[src/rtl/pvic_pkg.sv]
package pvic_pkg;

    localparam int unsigned PRIO_W   = 3;
    localparam int unsigned PRIO_NUM = 1 << PRIO_W;

    typedef enum logic [1:0] {
        ST_IDLE   = 2'd0,
        ST_NESTED = 2'd1,
        ST_FULL   = 2'd2
    } nest_state_e;

    typedef struct packed {
        logic              en;
        logic              edge_mode;
        logic [PRIO_W-1:0] prio;
    } src_cfg_t;

endpackage

[src/rtl/pvic_src_cell.sv]
module pvic_src_cell
    import pvic_pkg::*;
#(
    parameter int unsigned SYNC_STAGES = 2
) (
    input  logic     clk,
    input  logic     rst_n,
    input  logic     raw_i,
    input  logic     cfg_we_i,
    input  src_cfg_t cfg_i,
    input  logic     ack_i,
    output src_cfg_t cfg_o,
    output logic     pend_o
);

    logic [SYNC_STAGES-1:0] sync_q;
    logic                   prev_q;
    logic                   edge_pend_q;
    src_cfg_t               cfg_q;
    logic                   rise;

    assign rise = sync_q[SYNC_STAGES-1] & ~prev_q;

    always_ff @(posedge clk or negedge rst_n) begin
        if (!rst_n) begin
            sync_q <= '0;
            prev_q <= 1'b0;
        end else begin
            sync_q[0] <= raw_i;
            for (int k = 1; k < SYNC_STAGES; k++) begin
                sync_q[k] <= sync_q[k-1];
            end
            prev_q <= sync_q[SYNC_STAGES-1];
        end
    end

    // a fresh edge survives a same-cycle acknowledge or reconfiguration
    always_ff @(posedge clk or negedge rst_n) begin
        if (!rst_n) begin
            edge_pend_q <= 1'b0;
        end else begin
            edge_pend_q <= (edge_pend_q & ~(ack_i | cfg_we_i)) | rise;
        end
    end

    always_ff @(posedge clk or negedge rst_n) begin
        if (!rst_n) begin
            cfg_q <= '0;
        end else if (cfg_we_i) begin
            cfg_q <= cfg_i;
        end
    end

    assign cfg_o  = cfg_q;
    assign pend_o = cfg_q.edge_mode ? edge_pend_q : sync_q[SYNC_STAGES-1];

endmodule

[src/rtl/pvic_arbiter.sv]
module pvic_arbiter
    import pvic_pkg::*;
#(
    parameter int unsigned SRC_N = 32,
    localparam int unsigned ID_W = $clog2(SRC_N)
) (
    input  logic [SRC_N-1:0]             req_i,
    input  logic [SRC_N-1:0][PRIO_W-1:0] prio_i,
    output logic                         any_o,
    output logic [ID_W-1:0]              win_id_o,
    output logic [PRIO_W-1:0]            win_prio_o
);

    // scan downward so that ties settle on the lowest index
    always_comb begin
        any_o      = 1'b0;
        win_id_o   = '0;
        win_prio_o = '0;
        for (int i = SRC_N - 1; i >= 0; i--) begin
            if (req_i[i] && (!any_o || prio_i[i] >= win_prio_o)) begin
                any_o      = 1'b1;
                win_id_o   = ID_W'(i);
                win_prio_o = prio_i[i];
            end
        end
    end

endmodule

[src/rtl/pvic_level_stack.sv]
module pvic_level_stack
    import pvic_pkg::*;
#(
    parameter int unsigned DEPTH = PRIO_NUM,
    localparam int unsigned SP_W  = $clog2(DEPTH + 1),
    localparam int unsigned IDX_W = (DEPTH > 1) ? $clog2(DEPTH) : 1
) (
    input  logic              clk,
    input  logic              rst_n,
    input  logic              push_i,
    input  logic              pop_i,
    input  logic [PRIO_W-1:0] prio_i,
    output logic              active_o,
    output logic [PRIO_W-1:0] level_o,
    output logic              below_active_o,
    output logic [PRIO_W-1:0] below_level_o,
    output logic              room_o,
    output logic              full_o,
    output logic [SP_W-1:0]   depth_o
);

    nest_state_e       state_q, state_nx;
    logic [SP_W-1:0]   sp_q, sp_after_pop, sp_next;
    logic [PRIO_W-1:0] stk_q [DEPTH];
    logic              pop_ok, push_ok;

    assign pop_ok       = pop_i && (state_q != ST_IDLE);
    assign sp_after_pop = sp_q - SP_W'(pop_ok);
    assign room_o       = sp_after_pop < SP_W'(DEPTH);
    assign push_ok      = push_i && room_o;
    assign sp_next      = sp_after_pop + SP_W'(push_ok);

    // transitions: ACK_FIRST, ACK_NEST, REACH_FULL, EOI_FROM_FULL,
    // EOI_POP, EOI_LAST, ACK_EOI_SWAP (depth unchanged)
    always_comb begin
        state_nx = state_q;
        unique case (state_q)
            ST_IDLE: begin
                if (sp_next == SP_W'(DEPTH))  state_nx = ST_FULL;
                else if (sp_next != '0)       state_nx = ST_NESTED;
            end
            ST_NESTED: begin
                if (sp_next == '0)                 state_nx = ST_IDLE;
                else if (sp_next == SP_W'(DEPTH))  state_nx = ST_FULL;
            end
            ST_FULL: begin
                if (sp_next == '0)                 state_nx = ST_IDLE;
                else if (sp_next != SP_W'(DEPTH))  state_nx = ST_NESTED;
            end
            default: state_nx = ST_IDLE;
        endcase
    end

    always_ff @(posedge clk or negedge rst_n) begin
        if (!rst_n) begin
            state_q <= ST_IDLE;
            sp_q    <= '0;
        end else begin
            state_q <= state_nx;
            sp_q    <= sp_next;
        end
    end

    always_ff @(posedge clk or negedge rst_n) begin
        if (!rst_n) begin
            for (int i = 0; i < DEPTH; i++) stk_q[i] <= '0;
        end else if (push_ok) begin
            stk_q[IDX_W'(sp_after_pop)] <= prio_i;
        end
    end

    always_comb begin
        active_o       = 1'b0;
        level_o        = '0;
        below_active_o = 1'b0;
        below_level_o  = '0;
        full_o         = 1'b0;
        unique case (state_q)
            ST_IDLE: ;
            ST_NESTED, ST_FULL: begin
                active_o = 1'b1;
                level_o  = stk_q[IDX_W'(sp_q - 1'b1)];
                full_o   = (state_q == ST_FULL);
                if (sp_q > SP_W'(1)) begin
                    below_active_o = 1'b1;
                    below_level_o  = stk_q[IDX_W'(sp_q - SP_W'(2))];
                end
            end
            default: ;
        endcase
    end

    assign depth_o = sp_q;

endmodule

[src/rtl/pvic_top.sv]
module pvic_top
    import pvic_pkg::*;
#(
    parameter int unsigned SRC_N       = 32,
    parameter int unsigned SYNC_STAGES = 2,
    parameter int unsigned NEST_DEPTH  = PRIO_NUM,
    parameter int unsigned SPURIOUS_ID = 0,
    localparam int unsigned ID_W = $clog2(SRC_N),
    localparam int unsigned SP_W = $clog2(NEST_DEPTH + 1)
) (
    input  logic              clk,
    input  logic              rst_n,
    input  logic [SRC_N-1:0]  irq_src_i,
    input  logic              cfg_we_i,
    input  logic [ID_W-1:0]   cfg_sel_i,
    input  logic              cfg_en_i,
    input  logic              cfg_edge_i,
    input  logic [PRIO_W-1:0] cfg_prio_i,
    input  logic              vec_rd_i,
    input  logic              eoi_i,
    output logic [ID_W-1:0]   vec_id_o,
    output logic              irq_n_o,
    output logic              cur_active_o,
    output logic [PRIO_W-1:0] cur_level_o
);

    logic [SRC_N-1:0]             pend, cfg_hit, ack_hit, req_now, req_rd;
    logic [SRC_N-1:0][PRIO_W-1:0] prio_v;
    src_cfg_t                     cfg_v [SRC_N];
    src_cfg_t                     cfg_wr;
    logic                         any_rd;
    logic [ID_W-1:0]              win_id;
    logic [PRIO_W-1:0]            win_prio;
    logic                         below_active, room, full;
    logic [PRIO_W-1:0]            below_level;
    logic                         chk_active;
    logic [PRIO_W-1:0]            chk_level;
    logic [SP_W-1:0]              stk_depth;

    assign cfg_wr = '{en: cfg_en_i, edge_mode: cfg_edge_i, prio: cfg_prio_i};

    for (genvar g = 0; g < SRC_N; g++) begin : g_src
        assign cfg_hit[g] = cfg_we_i && (cfg_sel_i == ID_W'(g)) && (g != 0);
        assign ack_hit[g] = vec_rd_i && any_rd && (win_id == ID_W'(g));
        assign prio_v[g]  = cfg_v[g].prio;

        pvic_src_cell #(.SYNC_STAGES(SYNC_STAGES)) cell_i (
            .clk      (clk),
            .rst_n    (rst_n),
            .raw_i    (irq_src_i[g]),
            .cfg_we_i (cfg_hit[g]),
            .cfg_i    (cfg_wr),
            .ack_i    (ack_hit[g]),
            .cfg_o    (cfg_v[g]),
            .pend_o   (pend[g])
        );
    end

    // on a same-cycle end-of-interrupt the read sees the restored level
    assign chk_active = eoi_i ? below_active : cur_active_o;
    assign chk_level  = eoi_i ? below_level  : cur_level_o;

    always_comb begin
        for (int i = 0; i < SRC_N; i++) begin
            req_now[i] = (i != 0) && pend[i] && cfg_v[i].en && !full &&
                         (!cur_active_o || prio_v[i] > cur_level_o);
            req_rd[i]  = (i != 0) && pend[i] && cfg_v[i].en && room &&
                         (!chk_active || prio_v[i] > chk_level);
        end
    end

    pvic_arbiter #(.SRC_N(SRC_N)) arb_i (
        .req_i      (req_rd),
        .prio_i     (prio_v),
        .any_o      (any_rd),
        .win_id_o   (win_id),
        .win_prio_o (win_prio)
    );

    pvic_level_stack #(.DEPTH(NEST_DEPTH)) stk_i (
        .clk            (clk),
        .rst_n          (rst_n),
        .push_i         (vec_rd_i && any_rd),
        .pop_i          (eoi_i),
        .prio_i         (win_prio),
        .active_o       (cur_active_o),
        .level_o        (cur_level_o),
        .below_active_o (below_active),
        .below_level_o  (below_level),
        .room_o         (room),
        .full_o         (full),
        .depth_o        (stk_depth)
    );

    always_ff @(posedge clk or negedge rst_n) begin
        if (!rst_n) begin
            irq_n_o  <= 1'b1;
            vec_id_o <= ID_W'(SPURIOUS_ID);
        end else begin
            irq_n_o <= ~(|req_now);
            if (vec_rd_i) begin
                vec_id_o <= any_rd ? win_id : ID_W'(SPURIOUS_ID);
            end
        end
    end

endmodule

[config.mk]
export PLATFORM = sky130hd
export DESIGN_NAME = pvic_top
export DESIGN_NICKNAME = d
export VERILOG_FILES = /design/src/rtl/pvic_pkg.sv /design/src/rtl/pvic_src_cell.sv /design/src/rtl/pvic_arbiter.sv /design/src/rtl/pvic_level_stack.sv /design/src/rtl/pvic_top.sv
export SDC_FILE = /design/constraint.sdc
export NUM_CORES = 1
export LEC_CHECK = 0
export ABC_AREA = 1
export BUFFER_PORTS_ARGS = -buffer_cell sky130_fd_sc_hd__buf_2
export CORE_MARGIN = 3
export CORE_UTILIZATION = 58
export DETAILED_ROUTE_END_ITERATION = 8
export HOLD_SLACK_MARGIN = 0.08
export PLACE_DENSITY_LB_ADDON = 0.08
export SYNTH_ARGS = -nofsm -noshare
export SYNTH_HDL_FRONTEND = slang
export SYNTH_SLANG_ARGS = --single-unit
[constraint.sdc]
create_clock -name clk -period 31 [get_ports clk]
set_input_delay 1.55 -clock clk [delete_from_list [all_inputs] [get_ports clk]]
set_output_delay 1.55 -clock clk [all_outputs]
set_load 0.01 [all_outputs]
Word-level counts from Yosys, hierarchy flattened
Index checks and enable logic that the tools add are counted.
W data, S select, Z words.

operators by class
  equality and inequality tests = 69
  magnitude comparators = 98
  mux-type cells = 150
  bitwise logic cells = 190
  add/subtract/negate cells = 4
  reductions and logical operators = 383

operators by type and width
  cell                  number
  $logic_and A1 B1 Y1   251
  $gt A3 B3 Y1          62
  $eq A5 B5 Y1 const B  32
  $mux W5               32
  $mux W3               40
  $logic_or A1 B1 Y1    92
  $ge A3 B3 Y1          30
  $eq A5 B4 Y1 const B  16
  $mux W1               67
  $not A1 Y1            63
  $and A1 B1 Y1         62
  $or A1 B1 Y1          62
  $eq A5 B3 Y1 const B  8
  $logic_not A1 Y1      33
  $reduce_or A31 Y1     1
  $bwmux W24            1
  $eq A5 B2 Y1 const B  4
  $bmux W3 S3           2
  $ge A4 B4 Y1 const B  3
  $mux W2               6
  $not A3 Y4            3
  $eq A5 B1 Y1 const B  2
  $demux W3 S3          1
  $ne A3 B1 Y1 const B  3
  other kinds (18)      18

storage, ports and cells
  input bits = 47
  word-level logic and storage cells = 1092
  output and inout port bits = 10
  register bits = 315

Depth between registers and ports, before layout
Gate-level depths: netlist of run 1.

  word-level depth = 139
  gate-level depth with buffers = 315

Hierarchy
Synthesis of run 1 repeated with hierarchy kept, for this count alone.

unflattened totals
  cells, all modules = 2979
  area total of the unflattened synthesis = 22487.8 µm²

modules (own cells, without submodules)
  module            sequential area each (µm²)  cells an instance  area an instance (µm²)  times used
  pvic_src_cell     225.2                       33                 332.8                   32
  pvic_top          151.4                       901                5596.6                  1
  pvic_arbiter      0.0                         763                4307.9                  1
  pvic_level_stack  750.7                       259                1933.1                  1

Worst setup path after synthesis of run 1
Ideal clock, no wire load.

  path kind = register -> register
  start point = register stk_i.sp_q[0], in the netlist stk_i.depth_o[0]
  end point = register g_src[24].cell_i.edge_pend_q
  data arrival time = 33.936 ns
  library setup time = 0.121 ns
  slack = -3.057 ns
  buffers on the path = 3
  required time = 30.879 ns
  stages on the path, launching flop included = 307
  cell sequence = dfrtp_1 -> inv_2 -> clkbuf_1 -> ha_1 -> buf_4 -> a21oi_1 -> o21ai_0 -> o21ai_0 -> o21ai_0 -> a31oi_1 -> a32o_1 -> ha_1 -> o21ai_0 -> nand3_1 -> nand2_1 -> nand2_2 -> nand2_4 -> nand2_4 -> [271 not listed] -> o2111ai_1 -> nand2_1 -> inv_1 -> nand2_1 -> and2_1 -> ha_1 -> a21oi_1 -> o2111ai_1 -> nand2_1 -> inv_1 -> nor2_1 -> inv_1 -> nor3_1 -> nand2_4 -> nor2_4 -> nand4_1 -> o21bai_1 -> nand2_1

between the ends
  elaborated cells on any way between the ends = 364

RTL lines
  what                                                        RTL line                text
  from (decl)                                                 pvic_level_stack.sv:23  logic [SP_W-1:0] sp_q, sp_after_pop, sp_next;
  from (signal assigned)                                      pvic_level_stack.sv:60  sp_q <= sp_next;
  $sub A3 B1 Y3 *                                             pvic_level_stack.sv:82  level_o = stk_q[IDX_W'(sp_q - 1'b1)];
  $not A3 Y4 (not written as such) *                          pvic_level_stack.sv:82
  $bmux W3 S3 *                                               pvic_level_stack.sv:82
  $mux W3 (not written as such) * (2 in a row)                pvic_level_stack.sv:82
  $mux W3 *                                                   pvic_level_stack.sv:78  unique case (state_q)
  via cur_level_o[0]                                          pvic_top.sv:24          output logic [PRIO_W-1:0] cur_level_o
  $mux W3 *                                                   pvic_top.sv:61          assign chk_level = eoi_i ? below_level : cur_level_o;
  $gt A3 B3 Y1                                                pvic_top.sv:68          (!chk_active || prio_v[i] > chk_level);
  [121 not listed]                                            n/a
  $logic_and A1 B1 Y1                                         pvic_arbiter.sv:20      if (req_i[i] && (!any_o || prio_i[i] >= win_prio_o)) begin
  $mux W5 / $mux W1 (equally long branches)                   pvic_arbiter.sv:20
  $eq A5 B5 Y1 / $logic_and A1 B1 Y1 (equally long branches)  pvic_top.sv:44          assign ack_hit[g] = vec_rd_i && any_rd && (win_id == ID_W'(g));
  $logic_and A1 B1 Y1 *                                       pvic_top.sv:44
  $or A1 B1 Y1 *                                              pvic_src_cell.sv:42     edge_pend_q <= (edge_pend_q & ~(ack_i | cfg_we_i)) | rise;
  $not A1 Y1 *                                                pvic_src_cell.sv:42
  $and A1 B1 Y1 *                                             pvic_src_cell.sv:42
  $or A1 B1 Y1 *                                              pvic_src_cell.sv:42
  to (signal assigned)                                        pvic_src_cell.sv:42
  to (decl)                                                   pvic_src_cell.sv:18     logic edge_pend_q;

Mark *: on every way through the listed nets, which the timed path passes. The rest lies on a longest branch. The select of a mux whose other input is x is not followed.
A chain may end at the register's enable or synchronous reset.

Final worst setup path of run 1
  start point = input eoi_i
  end point = register g_src[19].cell_i.edge_pend_q

between the ends
  longest elaborated chain between the ends = 132
  elaborated cells on any way between the ends = 349

RTL lines
  what                                                        RTL line                text
  from (decl)                                                 pvic_top.sv:20          input logic eoi_i,
  $logic_and A1 B1 Y1                                         pvic_level_stack.sv:27  assign pop_ok = pop_i && (state_q != ST_IDLE);
  $sub A4 B1 Y4                                               pvic_level_stack.sv:28  assign sp_after_pop = sp_q - SP_W'(pop_ok);
  $lt A4 B4 Y1                                                pvic_level_stack.sv:29  assign room_o = sp_after_pop < SP_W'(DEPTH);
  $logic_and A1 B1 Y1 (2 in a row)                            pvic_top.sv:67          req_rd[i] = (i != 0) && pend[i] && cfg_v[i].en && room &&
  $mux W3 / $mux W1 (equally long branches)                   pvic_arbiter.sv:20
  $ge A3 B3 Y1 / $logic_not A1 Y1 (equally long branches)     pvic_arbiter.sv:20
  $logic_or A1 B1 Y1                                          pvic_arbiter.sv:20
  $logic_and A1 B1 Y1                                         pvic_arbiter.sv:20
  [115 not listed]                                            n/a
  $logic_and A1 B1 Y1                                         pvic_arbiter.sv:20
  $mux W5 / $mux W1 (equally long branches)                   pvic_arbiter.sv:20
  $eq A5 B5 Y1 / $logic_and A1 B1 Y1 (equally long branches)  pvic_top.sv:44
  $logic_and A1 B1 Y1 *                                       pvic_top.sv:44
  $or A1 B1 Y1 *                                              pvic_src_cell.sv:42
  $not A1 Y1 *                                                pvic_src_cell.sv:42
  $and A1 B1 Y1 *                                             pvic_src_cell.sv:42
  $or A1 B1 Y1 *                                              pvic_src_cell.sv:42
  to (signal assigned)                                        pvic_src_cell.sv:42
  to (decl)                                                   pvic_src_cell.sv:18

Every way passes the cells marked *; elsewhere a longest branch is shown, timed or not.

==> results of run 1 <==
## synthesized netlist by cell type (3+ instances only)
library cell	number
a211oi_1	3
a21oi_1	55
a311oi_1	6
a31oi_1	21
and2_1	9
buf_1	4
buf_2	3
buf_4	10
buf_6	8
clkbuf_1	43
dfrtp_1	314
ha_1	205
inv_1	328
inv_2	18
nand2_1	670
nand2_2	88
nand2_4	9
nand3_1	175
nand3_2	27
nand4_1	24
nand4_2	3
nor2_1	146
nor2_4	4
nor3_1	48
nor4_1	7
o2111ai_1	3
o211ai_1	8
o21ai_0	334
o21ai_1	14
o21bai_1	5
o221ai_1	25
or2_2	6
## cells in the final DEF, fill, tap and decap left out, drive strengths merged, types with 2 or more instances in the layout
cell type / synthesis / routed
and2: 9 / 9
nand3: 204 / 204
o22ai: 2 / 2
clkbuf: 44 / 47
nor3b: 2 / 2
nand2: 767 / 767
o211ai: 10 / 10
o21ai: 348 / 348
nand4: 27 / 27
a21oi: 55 / 55
buf: 26 / 368
o221ai: 25 / 25
nor4: 7 / 7
o2111ai: 3 / 3
a311oi: 6 / 6
o21bai: 5 / 5
bufinv: 1 / 2
nor2: 152 / 152
dfrtp: 314 / 314
ha: 205 / 205
nor3: 48 / 48
xnor2: 2 / 2
clkinv: 1 / 7
a21boi: 3 / 3
a31oi: 22 / 22
clkinvlp: 0 / 6
or2: 7 / 7
a211oi: 3 / 3
xor2: 2 / 2
inv: 347 / 350
## timing repair
item / CTS / global route
setup buffers: 11 / 60
hold endpoints to repair: 0 / 0
resized for setup: 89 / 198
cloned: 1 / 1
pin swaps: 33 / 211
setup endpoints to repair: 60 / 60
## registers in the layout, summed over array words and instances (netlist names)
register,cells
g_src.cell_i.edge_pend_q,31
stk_i.state_q,2
vec_id_o,5
irq_n_o,1
g_src.cell_i.prev_q,31
stk_i.depth_o,4
stk_i.stk_q,24
g_src.cell_i.cfg_o,155
g_src.cell_i.sync_q,62
## per-stage QoR
stage	hold slack (ps)	cell area [um2]	worst slack, ps	utilization (%)	setup TNS (ps)
floorplan	331	20700	4.64	-	0
global placement	331	23000	-1400	66.3	-58090
detailed placement	336	23000	-2260	66.3	-110760
CTS	341	24500	24.8	70.5	0
global route	347	25700	-2450	73.9	-125090
finish	330	25700	-192	73.9	-3980
## how the worst max path moves through the flow
stage                                 from                            to  cells after the start
after floorplan           stk_i.depth_o[0]  g_src[28].cell_i.edge_pend_q                    307
after global placement               eoi_i  g_src[19].cell_i.edge_pend_q                    291
after detailed placement             eoi_i  g_src[19].cell_i.edge_pend_q                    287
after CTS                            eoi_i  g_src[10].cell_i.edge_pend_q                    297
after global routing                 eoi_i  g_src[14].cell_i.edge_pend_q                    302
final                                eoi_i  g_src[19].cell_i.edge_pend_q                    288
## worst register-to-register path: cells and delay by family (launching register included)
| family | cells | cell delay, ps |
|---|---|---|
| buffers and inverters | 43 | 3310 |
| DFF | 1 | 380 |
| AOI/OAI and AO/OA | 62 | 5930 |
| and+or+nand+nor | 155 | 12830 |
| adders and majority gates | 32 | 8620 |
## routing by layer
metal  vias up  track usage [%]  part of all wire, %
met5         -                0                    0
met4         0             14.9                  5.1
met3       215             5.46                  8.0
met2       790             53.8                   47
met1      9408             42.7                   40
li1       9486                -                    -
## layout make-up
class	count	share of cell area, %
antenna	1	0.00975
clock buffer	47	3.87
clock inverter	14	0.605
inverter	349	5.17
multi-input combinational	1926	46.8
sequential	315	30.7
tap	455	2.22
timing repair buffer	368	10.6
timing repair inverter	2	0.0488
## cells by family (layout without fill, tap and decap cells)
group	Yosys count	count (layout)	share of synthesized area, %
buffers and inverters	419	780	8.35
AO/OA/AOI/OAI	490	490	13.2
XOR/XNOR	4	4	0.208
adder cells (fa/ha/maj)	206	206	12.6
AND/OR/NAND/NOR	1225	1225	27.1
other	0	1	0
flip-flops	315	315	38.5
multiplexers	1	1	0.0549
==> run_results.csv, run 1 <==
group,metric,value,unit
run_status,outcome,"finished with violations",
run_status,violations,"negative setup slack",
global_route,grt_pass1_vias,18800,
run,cap_violations,0,
min_path,hold_end,"g_src[28].cell_i.sync_q[1]",
layout,area_growth,25.2,%
yosys,synth_top_area_share,38.3,%
detailed_routing,drtIter0Drc,1424,
yosys,ys_seq_area_share,38.5,%
placed_design,post-place-cells,3344,
critical_path,r2r-start,"stk_i.depth_o[0]",
global_route,grt_antenna_before_repair,0,
sta,slew_headroom,31.5,%
detailed_routing,totalWireLength,64300,um
sta,skew,33.0,ps
layout,final_nets,3250,
placed_design,place.port_buffers,55,
detailed_routing,vias_per_cell,5.72,
critical_path,worstPathMaxFanout,7,
layout,regArea,0.00788,mm2
yosys,syn_area_per_cell,7.70,um2
critical_path,cp_slowest_cell,"a221o_1",
detailed_routing,vias,19900,
clocking,path_clk_slew,60,ps
yosys,syn-num-nets,2912,
yosys,yosys.area.top_type,"dfrtp_1",
yosys,synth_warnings,0,
global_route,grt_usage,32.7,%
placed_design,place_congestion,0.986,
floorplanning,io_pins,57,
min_path,min_from,"g_src[28].cell_i.sync_q[0]",
yosys,dominantRegCellSynth,"dfrtp_1",
placed_design,dp_hpwl,44300,um
clocking,htree_levels,2,
clocking,cts.path.max_buffers,3,
detailed_routing,drtPass1Iterations,7,
floorplanning,start_util,59.0,%
critical_path,worst-path-buf-inv,44,
clocking,cts_made_buffers,36,
detailed_routing,post_drt_wl_per_cell,18.5,um
yosys,syn-cell-area,0.0205,mm2
layout,multiInputGateArea,0.0120,mm2
detailed_routing,drc,0,
critical_path,ff2ff_setup_slack,-120,ps
min_path,hold_class,"flip-flop to flip-flop",
floorplanning,die_w,194,um
clocking,postCtsHoldBufs,0,
critical_path,worstRegToRegCells,292,
clocking,cts.sink_count,315,
critical_path,worstPathRequired,31430,ps
critical_path,reg2reg_to,"g_src[19].cell_i.edge_pend_q",
floorplanning,num_rows,68,
global_route,grt_max_degree,106,
floorplanning,die_area,0.0376,mm2
yosys,synthCells,2660,
clocking,clk_latency,560,ps
sta,post-route-period-util,101,%
floorplanning,core,0.0347,mm2
layout,final_cells,3477,
global_route,grt_pass1_wl,98900,um
critical_path,cp.arrival,31620,ps
min_path,whs_path_depth,0,
sta,setup_viol,30,
critical_path,worstSetupPathType,"primary input to flip-flop",
global_route,gr-total-overflow,0,
sta,period_minus_slack,31190,ps
sta,fin_ws,-192,ps
critical_path,startpoint_type,"primary input",
clocking,cts_tree,"built",
sta,hold_viol_final,0,
yosys,ys_seq_elements,315,
sta,fmax,32.1,MHz
layout,drive_gt1_share,26.5,%
layout,fillers,2684,
sta,worst_pin_slew,1020,ps
critical_path,crit_path_frequent_cell,"nand2_2",
sta,rsz0062_at_grt,"yes",
yosys,async_flop_share,100,%
critical_path,crit_family,"simple AND/OR/NAND/NOR gates",
critical_path,worstSetupEndpointType,"flip-flop",
yosys,ys_top_cells_by_area,"dfrtp_1, ha_1, nand2_1, o21ai_0, inv_1",
yosys,synth_edf_count,0,
clocking,clock-root-buffer,"clkbuf_16",
detailed_routing,antenna_left,0,
yosys,synth_cell_types,62,
critical_path,max_stage_delay,350,ps
floorplanning,die_h,194,um
sta,maxSlewViolCount,0,
Power of run 1 is left out: the tool's default activity adds up to more than one toggle a clock period on the data nets, which glitch-free logic cannot reach.
==> run 2: changes to the inputs <==
--- a/config.mk
+++ b/config.mk
@@ -12,6 +12,7 @@
 export DETAILED_ROUTE_END_ITERATION = 8
 export HOLD_SLACK_MARGIN = 0.08
 export PLACE_DENSITY_LB_ADDON = 0.08
+export SETUP_SLACK_MARGIN = 0.4
 export SYNTH_ARGS = -nofsm -noshare
 export SYNTH_HDL_FRONTEND = slang
 export SYNTH_SLANG_ARGS = --single-unit
==> run 2 against run 1 <==
The flow still finishes with violations (negative setup slack). Largest cell class unchanged. Critical path depth increased by 2. Wire length increased by 9.3%. Global-route usage increased by 2.9 points. Cell area increased by 3.9%. Critical path type unchanged. Setup slack got worse by 180 ps. Clock skew decreased by 13 ps. Worst hold slack improved by 12 ps. Sequential share of layout area decreased by 1.1 points. Die area unchanged.
==> run_results.csv, run 2 (synthesized netlist as in run 1, its figures left out) <==
group,metric,value,unit
placed_design,place.port_buffers,55,
floorplanning,die_area,0.0376,mm2
placed_design,place_congestion,0.938,
floorplanning,num_rows,68,
sta,fmax,31.9,MHz
clocking,htree_levels,2,
sta,hold_ws,342,ps
clocking,clk_latency,550,ps
placed_design,dp_hpwl,45400,um
layout,post-route-util,76.8,%
clocking,path_clk_slew,60,ps
clocking,cts_made_buffers,35,
global_route,gr-total-overflow,0,
detailed_routing,antenna_left,0,
critical_path,worstPathRequired,31440,ps
sta,post-route-period-util,101,%
floorplanning,io_pins,57,
critical_path,crit_path_frequent_cell,"nand2_2",
layout,largest_reg_flops,155,
global_route,grt_max_degree,104,
clocking,cts.sink_count,315,
detailed_routing,vias,20800,
sta,skew,19.7,ps
clocking,clock-root-buffer,"clkbuf_16",
critical_path,worstPathMaxFanout,7,
layout,final_area,0.0266,mm2
critical_path,worstSetupEndpointType,"flip-flop",
sta,hold_viol_final,0,
sta,fin_ws,-374,ps
floorplanning,core,0.0347,mm2
layout,final_nets,3319,
detailed_routing,vias_per_cell,5.87,
critical_path,worstSetupPathType,"primary input to flip-flop",
sta,rsz0062_at_grt,"yes",
run_status,outcome,"finished with violations",
run_status,violations,"negative setup slack",
detailed_routing,totalWireLength,70300,um
placed_design,post-place-cells,3332,
layout,multiInputGateArea,0.0124,mm2
critical_path,cp_slowest_cell,"a221o_1",
floorplanning,die_h,194,um
detailed_routing,drc,0,
sta,maxSlewViolCount,0,
layout,mostFrequentLayoutCells,"nand2_1, buf_4, dfrtp_1",
sta,slew_headroom,29.0,%
layout,final_cells,3544,
sta,setup_viol,32,
layout,area_growth,30.0,%
critical_path,cp.arrival,31820,ps
global_route,grt_pass1_wl,107000,um
min_path,hold_class,"flip-flop to flip-flop",
critical_path,startpoint_type,"primary input",
layout,fillers,2449,
sta,period_minus_slack,31370,ps
layout,drive_gt1_share,29.7,%
clocking,cts.path.max_buffers,3,
detailed_routing,drtPass1Iterations,5,
floorplanning,die_w,194,um
detailed_routing,post_drt_wl_per_cell,19.8,um
layout,regArea,0.00788,mm2
global_route,grt_antenna_before_repair,1,
floorplanning,start_util,59.0,%
global_route,grt_usage,35.6,%
global_route,grt_pass1_vias,20000,
clocking,cts_tree,"built",
layout,final_common_cell,"nand2_1",
detailed_routing,drtIter0Drc,1745,
run,cap_violations,0,
placed_design,placed_area,0.0229,mm2
sta,worst_pin_slew,1060,ps
critical_path,max_stage_delay,390,ps
-- run 2: critical path, delay by kind of cell --
family	cells	cell delay (ps)
AO/OA/AOI/OAI	63	7080
adder cells (fa/ha/maj)	31	7780
buffers and inverters	49	3520
AND/OR/NAND/NOR	147	11740
-- run 2: cell type report --
class	instances	area share, %
flip-flops and latches	315	29.6
clock buffers	45	3.70
multi-input cells	1926	46.5
clock inverters	13	0.657
repair buffers	439	12.4
repair inverters	1	0.0282
diodes	1	0.00939
inverters	349	4.99
well taps	455	2.14
-- run 2: metal layers --
layer | routed length (um) | global-route usage [%]
met5 | 16 | 0
met2 | 32300 | 58.0
met1 | 27800 | 45.4
met4 | 4410 | 18.2
met3 | 5820 | 6.90
-- run 2: stage by stage --
step | worst slack (ps) | setup TNS (ps)
6_report | -374 | -8280
5_1_grt | -2540 | -129080
4_1_cts | 400 | 0
3_5_place_dp | -2250 | -108220
3_3_place_gp | -1240 | -49230
2_1_floorplan | 423 | 0
-- run 2: repair_timing --
item / 4_1_cts / 5_1_grt
endpoints found under the hold margin: 0 / 0
hold buffers: 0 / 0
setup endpoints to repair: 60 / 60
pin swaps: 198 / 207
gates cloned: 1 / 0
resized for setup: 183 / 167
setup buffers: 114 / 38
-- run 2: final timing paths --
kind	startpoint	endpoint	slack, ps	depth (start not counted)
worst max-delay path	eoi_i	g_src[24].cell_i.edge_pend_q	-370	290
worst max register to register	stk_i.depth_o[0]	g_src[24].cell_i.edge_pend_q	-360	294
worst min register to register	g_src[23].cell_i.sync_q[0]	g_src[23].cell_i.sync_q[1]	340	0
worst min-delay path	g_src[23].cell_i.sync_q[0]	g_src[23].cell_i.sync_q[1]	340	0
max in group asynchronous	rst_n	g_src[18].cell_i.cfg_o[4]	27710	3
min in group asynchronous	rst_n	stk_i.stk_q[7]	990	1
Power of run 2 is left out for the same reason.
